==> config.mk <==
export PLATFORM = sky130hd
export DESIGN_NAME = tmon_flagmux
export DESIGN_NICKNAME = d
export VERILOG_FILES = /design/src/rtl/tmon_pkg.sv /design/src/rtl/tmon_watch.sv /design/src/rtl/tmon_regs.sv /design/src/rtl/tmon_flag.sv /design/src/rtl/tmon_flagmux.sv
export SDC_FILE = /design/constraint.sdc
export NUM_CORES = 1
export LEC_CHECK = 0
export ABC_AREA = 1
export BUFFER_PORTS_ARGS = -buffer_cell sky130_fd_sc_hd__buf_2
export CORE_UTILIZATION = 45
export CTS_CLUSTER_SIZE = 40
export DETAILED_ROUTE_END_ITERATION = 8
export PLACE_DENSITY = 0.69
export SETUP_SLACK_MARGIN = 0.5
export SYNTH_ARGS = -nofsm -noshare
export SYNTH_HDL_FRONTEND = slang
export SYNTH_SLANG_ARGS = --single-unit
==> constraint.sdc <==
create_clock -name clk -period 2.7 [get_ports clk]
set_clock_uncertainty 0.15 [all_clocks]
set_input_delay 0.135 -clock clk [delete_from_list [all_inputs] [get_ports clk]]
set_output_delay 0.135 -clock clk [all_outputs]
set_load 0.01 [all_outputs]
==> src/rtl/tmon_pkg.sv <==
package tmon_pkg;
    localparam int DATA_W = 32;
    localparam logic [1:0] TMO_CODE = 2'd3;

    typedef enum logic [1:0] {
        RA_MASK  = 2'd0,
        RA_STAT  = 2'd1,
        RA_SMASK = 2'd2,
        RA_SSTAT = 2'd3
    } reg_addr_e;

    typedef struct packed {
        logic              wr;
        reg_addr_e         addr;
        logic [DATA_W-1:0] data;
    } reg_wr_t;

    function automatic logic [1:0] code_of(input logic active);
        return active ? TMO_CODE : 2'd0;
    endfunction
endpackage

==> src/rtl/tmon_watch.sv <==
module tmon_watch #(
    parameter int LIMIT = 16
) (
    input  logic clk,
    input  logic rst,
    input  logic pend,
    input  logic resp,
    input  logic rearm,
    output logic hit
);
    localparam int CW = $clog2(LIMIT + 1);
    localparam logic [CW-1:0] LIM_V = CW'(LIMIT);

    logic [CW-1:0] cnt;
    logic          active;

    assign active = pend && !resp;
    assign hit    = active && !rearm && (cnt == LIM_V - CW'(1));

    always_ff @(posedge clk) begin
        if (rst || !active || rearm)
            cnt <= '0;
        else if (cnt != LIM_V)
            cnt <= cnt + CW'(1);
    end

    assert_sat_R5: assert property (@(posedge clk) disable iff (rst)
        cnt <= LIM_V);
    assert_single_event_R5: assert property (@(posedge clk) disable iff (rst)
        hit |=> !hit);
    assert_restart_R3: assert property (@(posedge clk) disable iff (rst)
        (!pend || resp) |=> (cnt == '0));
endmodule

==> src/rtl/tmon_regs.sv <==
module tmon_regs
    import tmon_pkg::*;
#(
    parameter int          N_TGT    = 32,
    parameter logic [31:0] POP_MASK = 32'h3FFF_FFFF
) (
    input  logic             clk,
    input  logic             rst,
    input  reg_wr_t          bus,
    input  reg_addr_e        rd_addr,
    input  logic [N_TGT-1:0] hits,
    input  logic             sec_flag,
    output logic [N_TGT-1:0] mask,
    output logic [N_TGT-1:0] status,
    output logic [N_TGT-1:0] clr_vec,
    output logic             smask,
    output logic             sstat,
    output logic [DATA_W-1:0] rdata
);
    localparam logic [N_TGT-1:0] POP = POP_MASK[N_TGT-1:0];

    logic wr_mask, wr_stat, wr_smask, wr_sstat;
    logic sclr;

    assign wr_mask  = bus.wr && bus.addr == RA_MASK;
    assign wr_stat  = bus.wr && bus.addr == RA_STAT;
    assign wr_smask = bus.wr && bus.addr == RA_SMASK;
    assign wr_sstat = bus.wr && bus.addr == RA_SSTAT;

    assign clr_vec = wr_stat ? (bus.data[N_TGT-1:0] & POP) : '0;
    assign sclr    = wr_sstat && bus.data[0];

    always_ff @(posedge clk) begin
        if (rst) begin
            mask   <= '0;
            status <= '0;
            smask  <= 1'b0;
            sstat  <= 1'b0;
        end else begin
            if (wr_mask)
                mask <= bus.data[N_TGT-1:0] & POP;
            if (wr_smask)
                smask <= bus.data[0];
            status <= ((status & ~clr_vec) | (hits & mask & ~clr_vec)) & POP;
            if (sclr)
                sstat <= 1'b0;
            else if (sec_flag && smask)
                sstat <= 1'b1;
        end
    end

    always_comb begin
        rdata = '0;
        unique case (rd_addr)
            RA_MASK:  rdata[N_TGT-1:0] = mask;
            RA_STAT:  rdata[N_TGT-1:0] = status;
            RA_SMASK: rdata[0] = smask;
            RA_SSTAT: rdata[0] = sstat;
            default:  rdata = '0;
        endcase
    end

    assert_rsvd_R7: assert property (@(posedge clk) disable iff (rst)
        ((status | mask) & ~POP) == '0);
    assert_sticky_R6: assert property (@(posedge clk) disable iff (rst)
        1'b1 |=> (($past(status) & ~$past(clr_vec) & ~status) == '0));
    assert_mask_gate_R4: assert property (@(posedge clk) disable iff (rst)
        1'b1 |=> ((status & ~$past(status) & ~$past(mask)) == '0));
    assert_sec_gate_R10: assert property (@(posedge clk) disable iff (rst)
        (!smask && !sstat) |=> !sstat);
endmodule

==> src/rtl/tmon_flag.sv <==
module tmon_flag
    import tmon_pkg::*;
#(
    parameter int N_TGT = 32
) (
    input  logic [N_TGT-1:0] status,
    input  logic [N_TGT-1:0] mask,
    input  logic             sstat,
    input  logic             smask,
    output logic             irq,
    output logic [1:0]       err_code
);
    assign irq      = (|(status & mask)) || (sstat && smask);
    assign err_code = code_of(irq);
endmodule

==> src/rtl/tmon_flagmux.sv <==
module tmon_flagmux
    import tmon_pkg::*;
#(
    parameter int          N_TGT    = 32,
    parameter int          LIMIT    = 16,
    parameter logic [31:0] POP_MASK = 32'h3FFF_FFFF
) (
    input  logic             clk,
    input  logic             rst,
    input  logic [N_TGT-1:0] req_pend,
    input  logic [N_TGT-1:0] rsp,
    input  logic             sec_flag,
    input  logic             reg_wr,
    input  logic [1:0]       reg_addr,
    input  logic [31:0]      reg_wdata,
    output logic [31:0]      reg_rdata,
    output logic             irq,
    output logic [1:0]       err_code
);
    reg_wr_t          bus;
    reg_addr_e        rd_addr;
    logic [N_TGT-1:0] hits;
    logic [N_TGT-1:0] mask, status, clr_vec;
    logic             smask, sstat;

    assign rd_addr  = reg_addr_e'(reg_addr);
    assign bus.wr   = reg_wr;
    assign bus.addr = reg_addr_e'(reg_addr);
    assign bus.data = reg_wdata;

    for (genvar i = 0; i < N_TGT; i++) begin : g_tgt
        if (POP_MASK[i]) begin : g_pop
            tmon_watch #(.LIMIT(LIMIT)) u_watch (
                .clk  (clk),
                .rst  (rst),
                .pend (req_pend[i]),
                .resp (rsp[i]),
                .rearm(clr_vec[i]),
                .hit  (hits[i])
            );
        end else begin : g_rsvd
            assign hits[i] = 1'b0;
        end
    end

    tmon_regs #(.N_TGT(N_TGT), .POP_MASK(POP_MASK)) u_regs (
        .clk     (clk),
        .rst     (rst),
        .bus     (bus),
        .rd_addr (rd_addr),
        .hits    (hits),
        .sec_flag(sec_flag),
        .mask    (mask),
        .status  (status),
        .clr_vec (clr_vec),
        .smask   (smask),
        .sstat   (sstat),
        .rdata   (reg_rdata)
    );

    tmon_flag #(.N_TGT(N_TGT)) u_flag (
        .status  (status),
        .mask    (mask),
        .sstat   (sstat),
        .smask   (smask),
        .irq     (irq),
        .err_code(err_code)
    );

    assert_code_R9: assert property (@(posedge clk) disable iff (rst)
        err_code == (irq ? TMO_CODE : 2'd0));
    assert_irq_src_R8: assert property (@(posedge clk) disable iff (rst)
        irq |-> ((status & mask) != '0 || (sstat && smask)));
endmodule

; ---- Yosys cells after proc, flatten, opt, wreduce, memory -nomap -nowiden
; Cells that the tools add are included.
[word_totals]
ff_bits = 212
latchBits = 0
ram_bits = 0
mem_bits_ro = 0
in_bits = 102
n_memories = 0
[op_classes]
add_sub_neg = 30
mul = 0
div_mod_pow = 0
n_lt_le_gt_ge = 0
eq_ne = 63
n_shift = 0
muxes = 4
n_bitwise = 6
n_reduce_logical = 251
[ops]
columns = operator, count
row1 = adder 5 x 1 -> 5 bit (second input constant), 30
row2 = equality test 5 x 4 -> 1 bit (second input constant), 30
row3 = != test 5 bit (second input constant), 30
row4 = AND 30 bit, 4
row5 = logical AND 1 bit, 97
row6 = zero test 1 bit, 90
row7 = logical OR 1 bit, 61
row8 = case mux 29 bit (2 select lines), 1
row9 = OR reduction 32 bit, 1
row10 = two-way mux 30 bit, 1
row11 = inverter 30 bit, 1
row12 = OR 30 bit, 1
row13 = equality test 2 bit (second input constant), 2
row14 = case mux 1 bit (4 select lines), 1
row15 = equality test 2 x 1 -> 1 bit (second input constant), 1
row16 = zero test 2 bit, 1
row17 = two-way mux 2 bit, 1
row18 = OR reduction 2 bit, 1

; ---- Depth between registers and ports, before layout
; Gate-level depths: netlist of the first run.
[depth]
ltp_word = 9
mapped_depth = 7
ltp_nobuf = 6

; ---- Hierarchy
; Synthesis of the first run repeated with hierarchy kept, for this count alone.
[hier_totals]
hier_cells = 1864
hier_area_um2 = 12503.2
[modules_own_cells]
columns = module, n_inst, cells_per_inst, area_per_inst_um2, seq_area_each_um2
row1 = tmon_watch, 30, 43, 296.5, 100.1
row2 = tmon_regs, 1, 511, 3354.5, 1241.2
row3 = tmon_flag, 1, 62, 249.0, 0.0
row4 = tmon_flagmux, 1, 1, 3.8, 0.0

; ---- Worst setup path after synthesis of the first run
; No wires, ideal clock.
[synth_path]
path_kind = register -> register
from = register g_tgt[1].g_pop.u_watch.cnt[0]
to = register u_regs.status[1]
arrival_ns = 0.989
setup_slack_ns = 1.446
stages_incl_launch_ff = 7
n_path_buf = 0
synth_period_minus_slack_ns = 1.254
path_cell_list = dfxtp_1 ha_1 nand2_1 nor2_1 ha_1 a31oi_1 nor2_1
[synth_between]
elab_chain_cells = 5
[synth_rtl]
columns = item, line
row1 = start: declaration, tmon_watch.sv:14  ; logic [CW-1:0] cnt;
row2 = start signal: assignment, tmon_watch.sv:24  ; cnt <= cnt + CW'(1);
row3 = equality test 5 x 4 -> 1 bit, tmon_watch.sv:18  ; assign hit = active && !rearm && (cnt == LIM_V - CW'(1));
row4 = logical AND 1 bit, tmon_watch.sv:18
row5 = AND 30 bit (2 in a row), tmon_regs.sv:44  ; status <= ((status & ~clr_vec) | (hits & mask & ~clr_vec)) & POP;
row6 = OR 30 bit, tmon_regs.sv:44
row7 = end signal: assignment, tmon_regs.sv:44
row8 = end: declaration, tmon_regs.sv:14  ; output logic [N_TGT-1:0] status,
; Every way passes these cells.
; A chain may end at the register's enable or synchronous reset.

; ---- Final worst setup path of the first run
[layout_path]
from = input reg_addr[0]
to = register u_regs.status[2]
[layout_between]
elab_chain_cells = 9
[layout_rtl]
columns = item, line
row1 = start: declaration, tmon_flagmux.sv:14  ; input logic [1:0] reg_addr,
row2 = equality test 2 x 1 -> 1 bit *, tmon_regs.sv:26  ; assign wr_stat = bus.wr && bus.addr == RA_STAT;
row3 = logical AND 1 bit *, tmon_regs.sv:26
row4 = two-way mux 30 bit *, tmon_regs.sv:30  ; assign clr_vec = wr_stat ? (bus.data[N_TGT-1:0] & POP) : '0;
row5 = zero test 1 bit, tmon_watch.sv:18
row6 = logical AND 1 bit (2 in a row), tmon_watch.sv:18
row7 = AND 30 bit (2 in a row), tmon_regs.sv:44
row8 = OR 30 bit *, tmon_regs.sv:44
; Mark *: on every way between the ends. The rest lies on a longest branch, timed or not.

==> flow_summary.toml, run 1 <==
[synthesis]
synth_top_area_share_pct = 40.54
ys_types = 25
yosys.area.top_type = "dfxtp_1"
ys_seq_elements = 212
syn_area_per_cell_um2 = 7.463
synth_cells = 1403
ys_seq_area_share_pct = 40.54
synthTopCellsByArea = "dfxtp_1 41%, ha_1 11%, nor2_1 8.9%"
syn-cell-area_mm2 = 0.01047
yosysWarnings = 0

[critical_path]
path_cells = "dlygate4sd3_1, buf_2, nand2_1, nor2_4, nand2_1, dlygate4sd3_1, nand2_1, nor2_1, dlygate4sd3_1"
critical-path-slowest-cell = "dlygate4sd3_1"
crit_path_end_kind = "register"
start_kind = "primary input"
slowest_delay_ps = 570
critPathMaxFanout = 4
required_ps = 2950
worst_ep_arrival_time_ps = 2450
critPathKind = "in2reg"

[routing]
drtPass1Iterations = 5
met1_length_um = 11580
via_count = 10000
top_layer = "met4"
vias_per_cell = 5.101
met3_wirelength_um = 1396
drt_iter0_markers = 493
wl_um = 26000
routed-wl-met2_um = 12300
ant_nets = 0
wl_per_cell_um = 13.26
drc = 0

[global_routing]
grt_overflow = 0
grt_pass1_vias = 9356
grt_antenna_before_repair = 1
track_usage_pct = 21.74
grt_pass1_wl_um = 42620
grt_max_degree = 41

[sta]
relSlewSlack_pct = 52.52
fin_tns_setup_ps = 0
worst_slack_ps = 506.4
setup_violations = 0
slew_viol_final = 0
timing.final.crit_share_pct = 81.24
rsz0062_at_grt = "true"
min_period_ps = 2194
max_freq_mhz = 455.9
hold_viol = 0
tightest_slew_ps = 711.2

[power_and_ir_drop]
p_total_uw = 6782
ir_worst_vdd_uv = 321.4
p_leak_uw = 0.005712
p_per_area_mw_per_mm2 = 506.3

[floorplan]
die_h_um = 154.5
die_area_mm2 = 0.02388
core-area_mm2 = 0.02271
rows = 55
start_util_pct = 46.10
io-pin-count = 137
die_w_um = 154.5

[hold_path]
hold_class = "in2reg"

[layout]
stdcell_count = 1961
final_util_pct = 58.99
fillers = 2049
fin_nets = 1857
syn_to_final_growth_pct = 27.94
layout-drive-gt1-share_pct = 12.36

[outcome]
status = "complete, no violations"

[cts]
clkSinkCount = 212
cts_root_buf = "clkbuf_16"
cts_buffer_depth = 3
clk_pin_slew_ps = 60
cts_buffers = 24
clk_latency_ps = 510
cts_tree = "done"
cts.htree.levels = 1

[placed_design]
gp_congestion = 0.8032
port_buffers = 128
place_ws_ps = 999.4
post-place-cells = 1796
dp_hpwl_um = 17500

[run]
drv_cap = 0
-- final timing paths --
path	startpoint	end	slack, ps	depth (start not counted)
min	reg_addr[1]	u_regs.status[29]$_SDFF_PP0_	130	7
max reg2reg	g_tgt[17].g_pop.u_watch.cnt[0]$_SDFFE_PP0P_	u_regs.status[17]$_SDFF_PP0_	760	7
min reg2reg	u_regs.status[0]$_SDFF_PP0_	u_regs.status[0]$_SDFF_PP0_	340	2
max	reg_addr[0]	u_regs.status[2]$_SDFF_PP0_	510	9
-- per-stage QoR --
step	hold slack [ps]	area, µm²
6_report	128.3	13400
5_1_grt	171.0	13400
4_1_cts	31.87	13360
3_5_place_dp	261.2	11400
3_3_place_gp	254.9	11400
2_1_floorplan	151.7	10470
-- placed cells by master (no fill, tap or decap), types with 8 or more instances in the layout --
cell           count
buf_2            128
inv_1            153
or2_2             30
o21ai_0           31
nor2_1           247
clkbuf_16         25
a22o_1            29
dfxtp_1          212
xor2_1            30
dlygate4sd3_1    125
nand4_1           61
buf_4              8
a21oi_1           92
ha_1              90
a31oi_1           29
nand2_1          234
nor3_1            31
nand3_1           94
-- sequential cells by signal (all words and copies together), names as in the netlist --
register,cells
g_tgt.g_pop.u_watch.cnt,150
u_regs.mask,30
u_regs.status,30
u_regs.smask,1
u_regs.sstat,1
-- cell families (layout without fill, tap and decap cells) --
kind of cell             count (synthesis)  in the layout  share of synthesized area [%]
AO/OA/AOI/OAI                          182            182                          10.09
XOR/XNOR                                30             30                          2.510
adder cells (fa/ha/maj)                 90             90                          10.76
buffers and inverters                  185            456                          7.074
flip-flops                             212            212                          40.54
other                                    1              3                        0.03582
AND/OR/NAND/NOR                        703            703                          29.00
-- layout make-up --
class | count | area, µm² | share of cell area (%)
diodes | 1 | 2.502 | 0.01868
clock inverters | 1 | 7.507 | 0.05604
inverters | 157 | 593.1 | 4.427
clock buffers | 35 | 703.2 | 5.249
repair buffers | 263 | 1992 | 14.87
multi-input cells | 1007 | 5497 | 41.03
well taps | 285 | 356.6 | 2.662
flip-flops and latches | 212 | 4244 | 31.68
-- power by group --
part	switching (µW)	leakage, µW	internal (µW)	total [µW]
combinational	283	0.00365	268	551
clock	1230	0.000344	1770	3000
sequential	50.0	0.00172	3180	3230
total	1560	0.00571	5220	6780
-- what timing repair did --
item                                   CTS  global route
setup endpoints to repair                0            16
gates resized for setup                  0             3
setup buffers                            0             3
hold buffers                           125             0
endpoints found under the hold margin  212             0
-- synthesized netlist by cell type --
cell type,count
a21oi_1,92
a22o_1,29
a31oi_1,29
buf_2,7
buf_4,4
buf_6,3
clkbuf_1,14
clkinv_1,1
conb_1,1
dfxtp_1,212
ha_1,90
inv_1,154
inv_2,2
nand2_1,234
nand2_2,2
nand3_1,94
nand4_1,61
nor2_1,248
nor2_2,2
nor3_1,31
nor3b_1,1
o21ai_0,31
o21ai_1,1
or2_2,30
xor2_1,30
-- worst max-delay path: cells and delay by family --
| family | cells | cell delay [ps] |
|---|---|---|
| buffers and inverters | 4 | 1800 |
| and+or+nand+nor | 5 | 510 |
-- metal layers --
metal	vias up	global-route usage, %
met4	0	7.261
li1	5160	-
met5	-	0
met1	4537	26.58
met3	59	3.699
met2	247	38.55
No activity file was read; power rests on OpenSTA's default activity.
==> run 2: changes to the inputs <==
--- a/config.mk
+++ b/config.mk
@@ -10,7 +10,7 @@
 export CORE_UTILIZATION = 45
 export CTS_CLUSTER_SIZE = 40
 export DETAILED_ROUTE_END_ITERATION = 8
-export PLACE_DENSITY = 0.69
+export PLACE_DENSITY = 0.71
 export SETUP_SLACK_MARGIN = 0.5
 export SYNTH_ARGS = -nofsm -noshare
 export SYNTH_HDL_FRONTEND = slang
==> constraint.sdc (replaced) <==
create_clock -name clk -period 2 [get_ports clk]
set_clock_uncertainty 0.15 [all_clocks]
set_input_delay 0.1 -clock clk [delete_from_list [all_inputs] [get_ports clk]]
set_output_delay 0.1 -clock clk [all_outputs]
set_load 0.01 [all_outputs]
==> run 2 against run 1 <==
Effect of this change:
- register-to-register slack got worse by 160 ps
- die area unchanged
- first-iteration DRC count increased by 25%
- worst setup slack got worse by 310 ps
- cell count is 0.41% higher
- power rose by 38%
- core utilization increased by 1.1 points
- non-clock buffer count grew 5
- sequential power increased by 35%
- flip-flop and latch count unchanged
- largest cell class unchanged
- largest power group unchanged
- highest routed layer unchanged
==> flow_summary.toml, run 2 (same netlist as run 1, synthesis figures left out) <==
[sta]
timing.final.crit_share_pct = 90.03
setup_violations = 0
holdWs_ps = 14.62
slew_viol_final = 0
fin_tns_setup_ps = 0
hold_viol = 0
rsz0062_at_grt = "true"
tightest_slew_ps = 645.7
min_period_ps = 1801
relSlewSlack_pct = 56.95
max_freq_mhz = 555.4

[routing]
drt_iter0_markers = 614
drc = 0
drtPass1Iterations = 7
via_count = 10130
ant_nets = 0
wl_per_cell_um = 13.51
wl_um = 26610
vias_per_cell = 5.143

[floorplan]
start_util_pct = 46.10
die_h_um = 154.5
io-pin-count = 137
die_w_um = 154.5
rows = 55
die_area_mm2 = 0.02388
core-area_mm2 = 0.02271

[hold_path]
hold_path_depth = 5
whs_endpoint = "u_regs.smask$_SDFFE_PP0P_"
hold_class = "in2reg"
hp-start = "reg_addr[0]"

[layout]
largest_reg_flops = 150
final_cell_mix = "241 x nor2_1, 210 x nand2_1, 173 x dfxtp_1, 153 x inv_1, 121 x buf_2"
reg_top3 = "g_tgt.g_pop.u_watch.cnt: 150 flops, u_regs.mask: 30 flops, u_regs.status: 30 flops"
syn_to_final_growth_pct = 30.39
antenna_cells = 0
top_register = "g_tgt.g_pop.u_watch.cnt"
fin_nets = 1862
layout-drive-gt1-share_pct = 17.52
layout_commonest_cell = "nor2_1"
fillers = 2008

[global_routing]
met2_usage_pct = 40.06
grt_antenna_before_repair = 0
track_usage_pct = 22.02
grt_pass1_wl_um = 43320
grt_overflow = 0
use_met3_pct = 3.727
grt_pass1_vias = 9465
top_usage_layer = "met2"
met1_usage_pct = 26.01
grt_max_degree = 37

[critical_path]
r2r_cells = 5
critPathMaxFanout = 4
required_ps = 1750
critPathKind = "reg2out"
r2r-start = "g_tgt[14].g_pop.u_watch.cnt[1]$_SDFFE_PP0P_"
worstReg2RegEnd = "g_tgt[14].g_pop.u_watch.cnt[4]$_SDFFE_PP0P_"
r2r_slack_ps = 600
start_kind = "register"
worst_ep_arrival_time_ps = 1550
crit_path_end_kind = "output pin"

[cts]
cts.htree.levels = 1
clk_latency_ps = 510
cts_root_buf = "clkbuf_16"
cts_buffer_depth = 3
clkSinkCount = 212
cts_buffers = 24
cts_tree = "done"
clk_pin_slew_ps = 60

[power_and_ir_drop]
p_leak_uw = 0.005816
p_clk_share_pct = 45.2
p_comb_share_pct = 8.2
p_int_uw = 7200
p_switching_uw = 2175
switching_share_pct = 23.20
p_per_area_mw_per_mm2 = 686.7
ir_worst_vdd_uv = 472.7
p_total_uw = 9375
p_seq_share_pct = 46.5

[placed_design]
port_buffers = 128
gp_congestion = 0.8111
dp_hpwl_um = 17320

[run]
drv_cap = 0

[outcome]
status = "complete, no violations"
[run 2: changes by cell type in the layout (fill, tap and decap cells not counted), sizes merged]
| cell | change |
|---|---|
| dlymetal6s4s | +1 |
| clkbuf | +2 |
| dlygate4sd3 | -9 |
| clkinvlp | -1 |
| clkinv | +2 |
| inv | +1 |
| diode | -1 |
| buf | +13 |
[run 2: routing by layer]
layer  up-vias  routed length, µm
li1       5172                  -
met1      4654              11640
met2       241              12830
met3        60               1419
met5         -                  0
met4         0                718
[run 2: power by group through the flow]
stage	Sequential [µW]	Combinational (µW)	Clock (µW)
after floorplan	4430	328	0
after global placement	4450	539	0
after detailed placement	4450	551	0
after CTS	4360	740	4340
after global routing	4370	853	4530
final	4360	772	4240
[run 2: cell type report]
class	instances	area (µm²)	area share (%)
repair buffers	268	2067	15.14
clock inverters	3	17.52	0.1283
flip-flops and latches	212	4295	31.46
clock buffers	37	740.7	5.426
multi-input cells	1007	5585	40.91
well taps	285	356.6	2.612
inverters	157	589.3	4.317
[run 2: worst max path at each step]
| stage | from | endpoint | depth (start not counted) |
|---|---|---|---|
| after floorplan | g_tgt[1].g_pop.u_watch.cnt[0]$_SDFFE_PP0P_ | u_regs.status[1]$_SDFF_PP0_ | 6 |
| after detailed placement | rst | g_tgt[9].g_pop.u_watch.cnt[3]$_SDFFE_PP0P_ | 5 |
| after global placement | rst | g_tgt[9].g_pop.u_watch.cnt[3]$_SDFFE_PP0P_ | 5 |
| after CTS | u_regs.status[13]$_SDFF_PP0_ | irq | 7 |
| final | u_regs.mask[21]$_SDFFE_PP0P_ | irq | 7 |
| after global routing | u_regs.mask[23]$_SDFFE_PP0P_ | irq | 7 |
[run 2: timing repair]
| action | 4_1_cts | 5_1_grt |
|---|---|---|
| pin swaps | 12 | 6 |
| hold buffers | 117 | 1 |
| setup endpoints to repair | 8 | 33 |
| gates resized for setup | 52 | 40 |
| setup buffers | 7 | 7 |
| hold endpoints to repair | 212 | 1 |
[run 2: worst max-delay path, cell delays in order (launching register included)]
cell and delay (ps):
dfxtp_2 330, nand2_1 60, inv_1 40, nor2_2 140
nand2_1 90, nor2_2 110, nand2_2 120, buf_6 150
[run 2: per-stage QoR]
stage / utilization [%] / area, µm² / instances / worst slack, ps
after floorplan: - / 10470 / 1404 / 745.7
after global placement: 50.25 / 11410 / 1798 / 488.9
after detailed placement: 50.25 / 11410 / 1798 / 478.4
after CTS: 59.50 / 13510 / 1962 / 176.8
after global routing: 60.12 / 13650 / 1969 / 104.6
final: 60.12 / 13650 / 1969 / 199.3
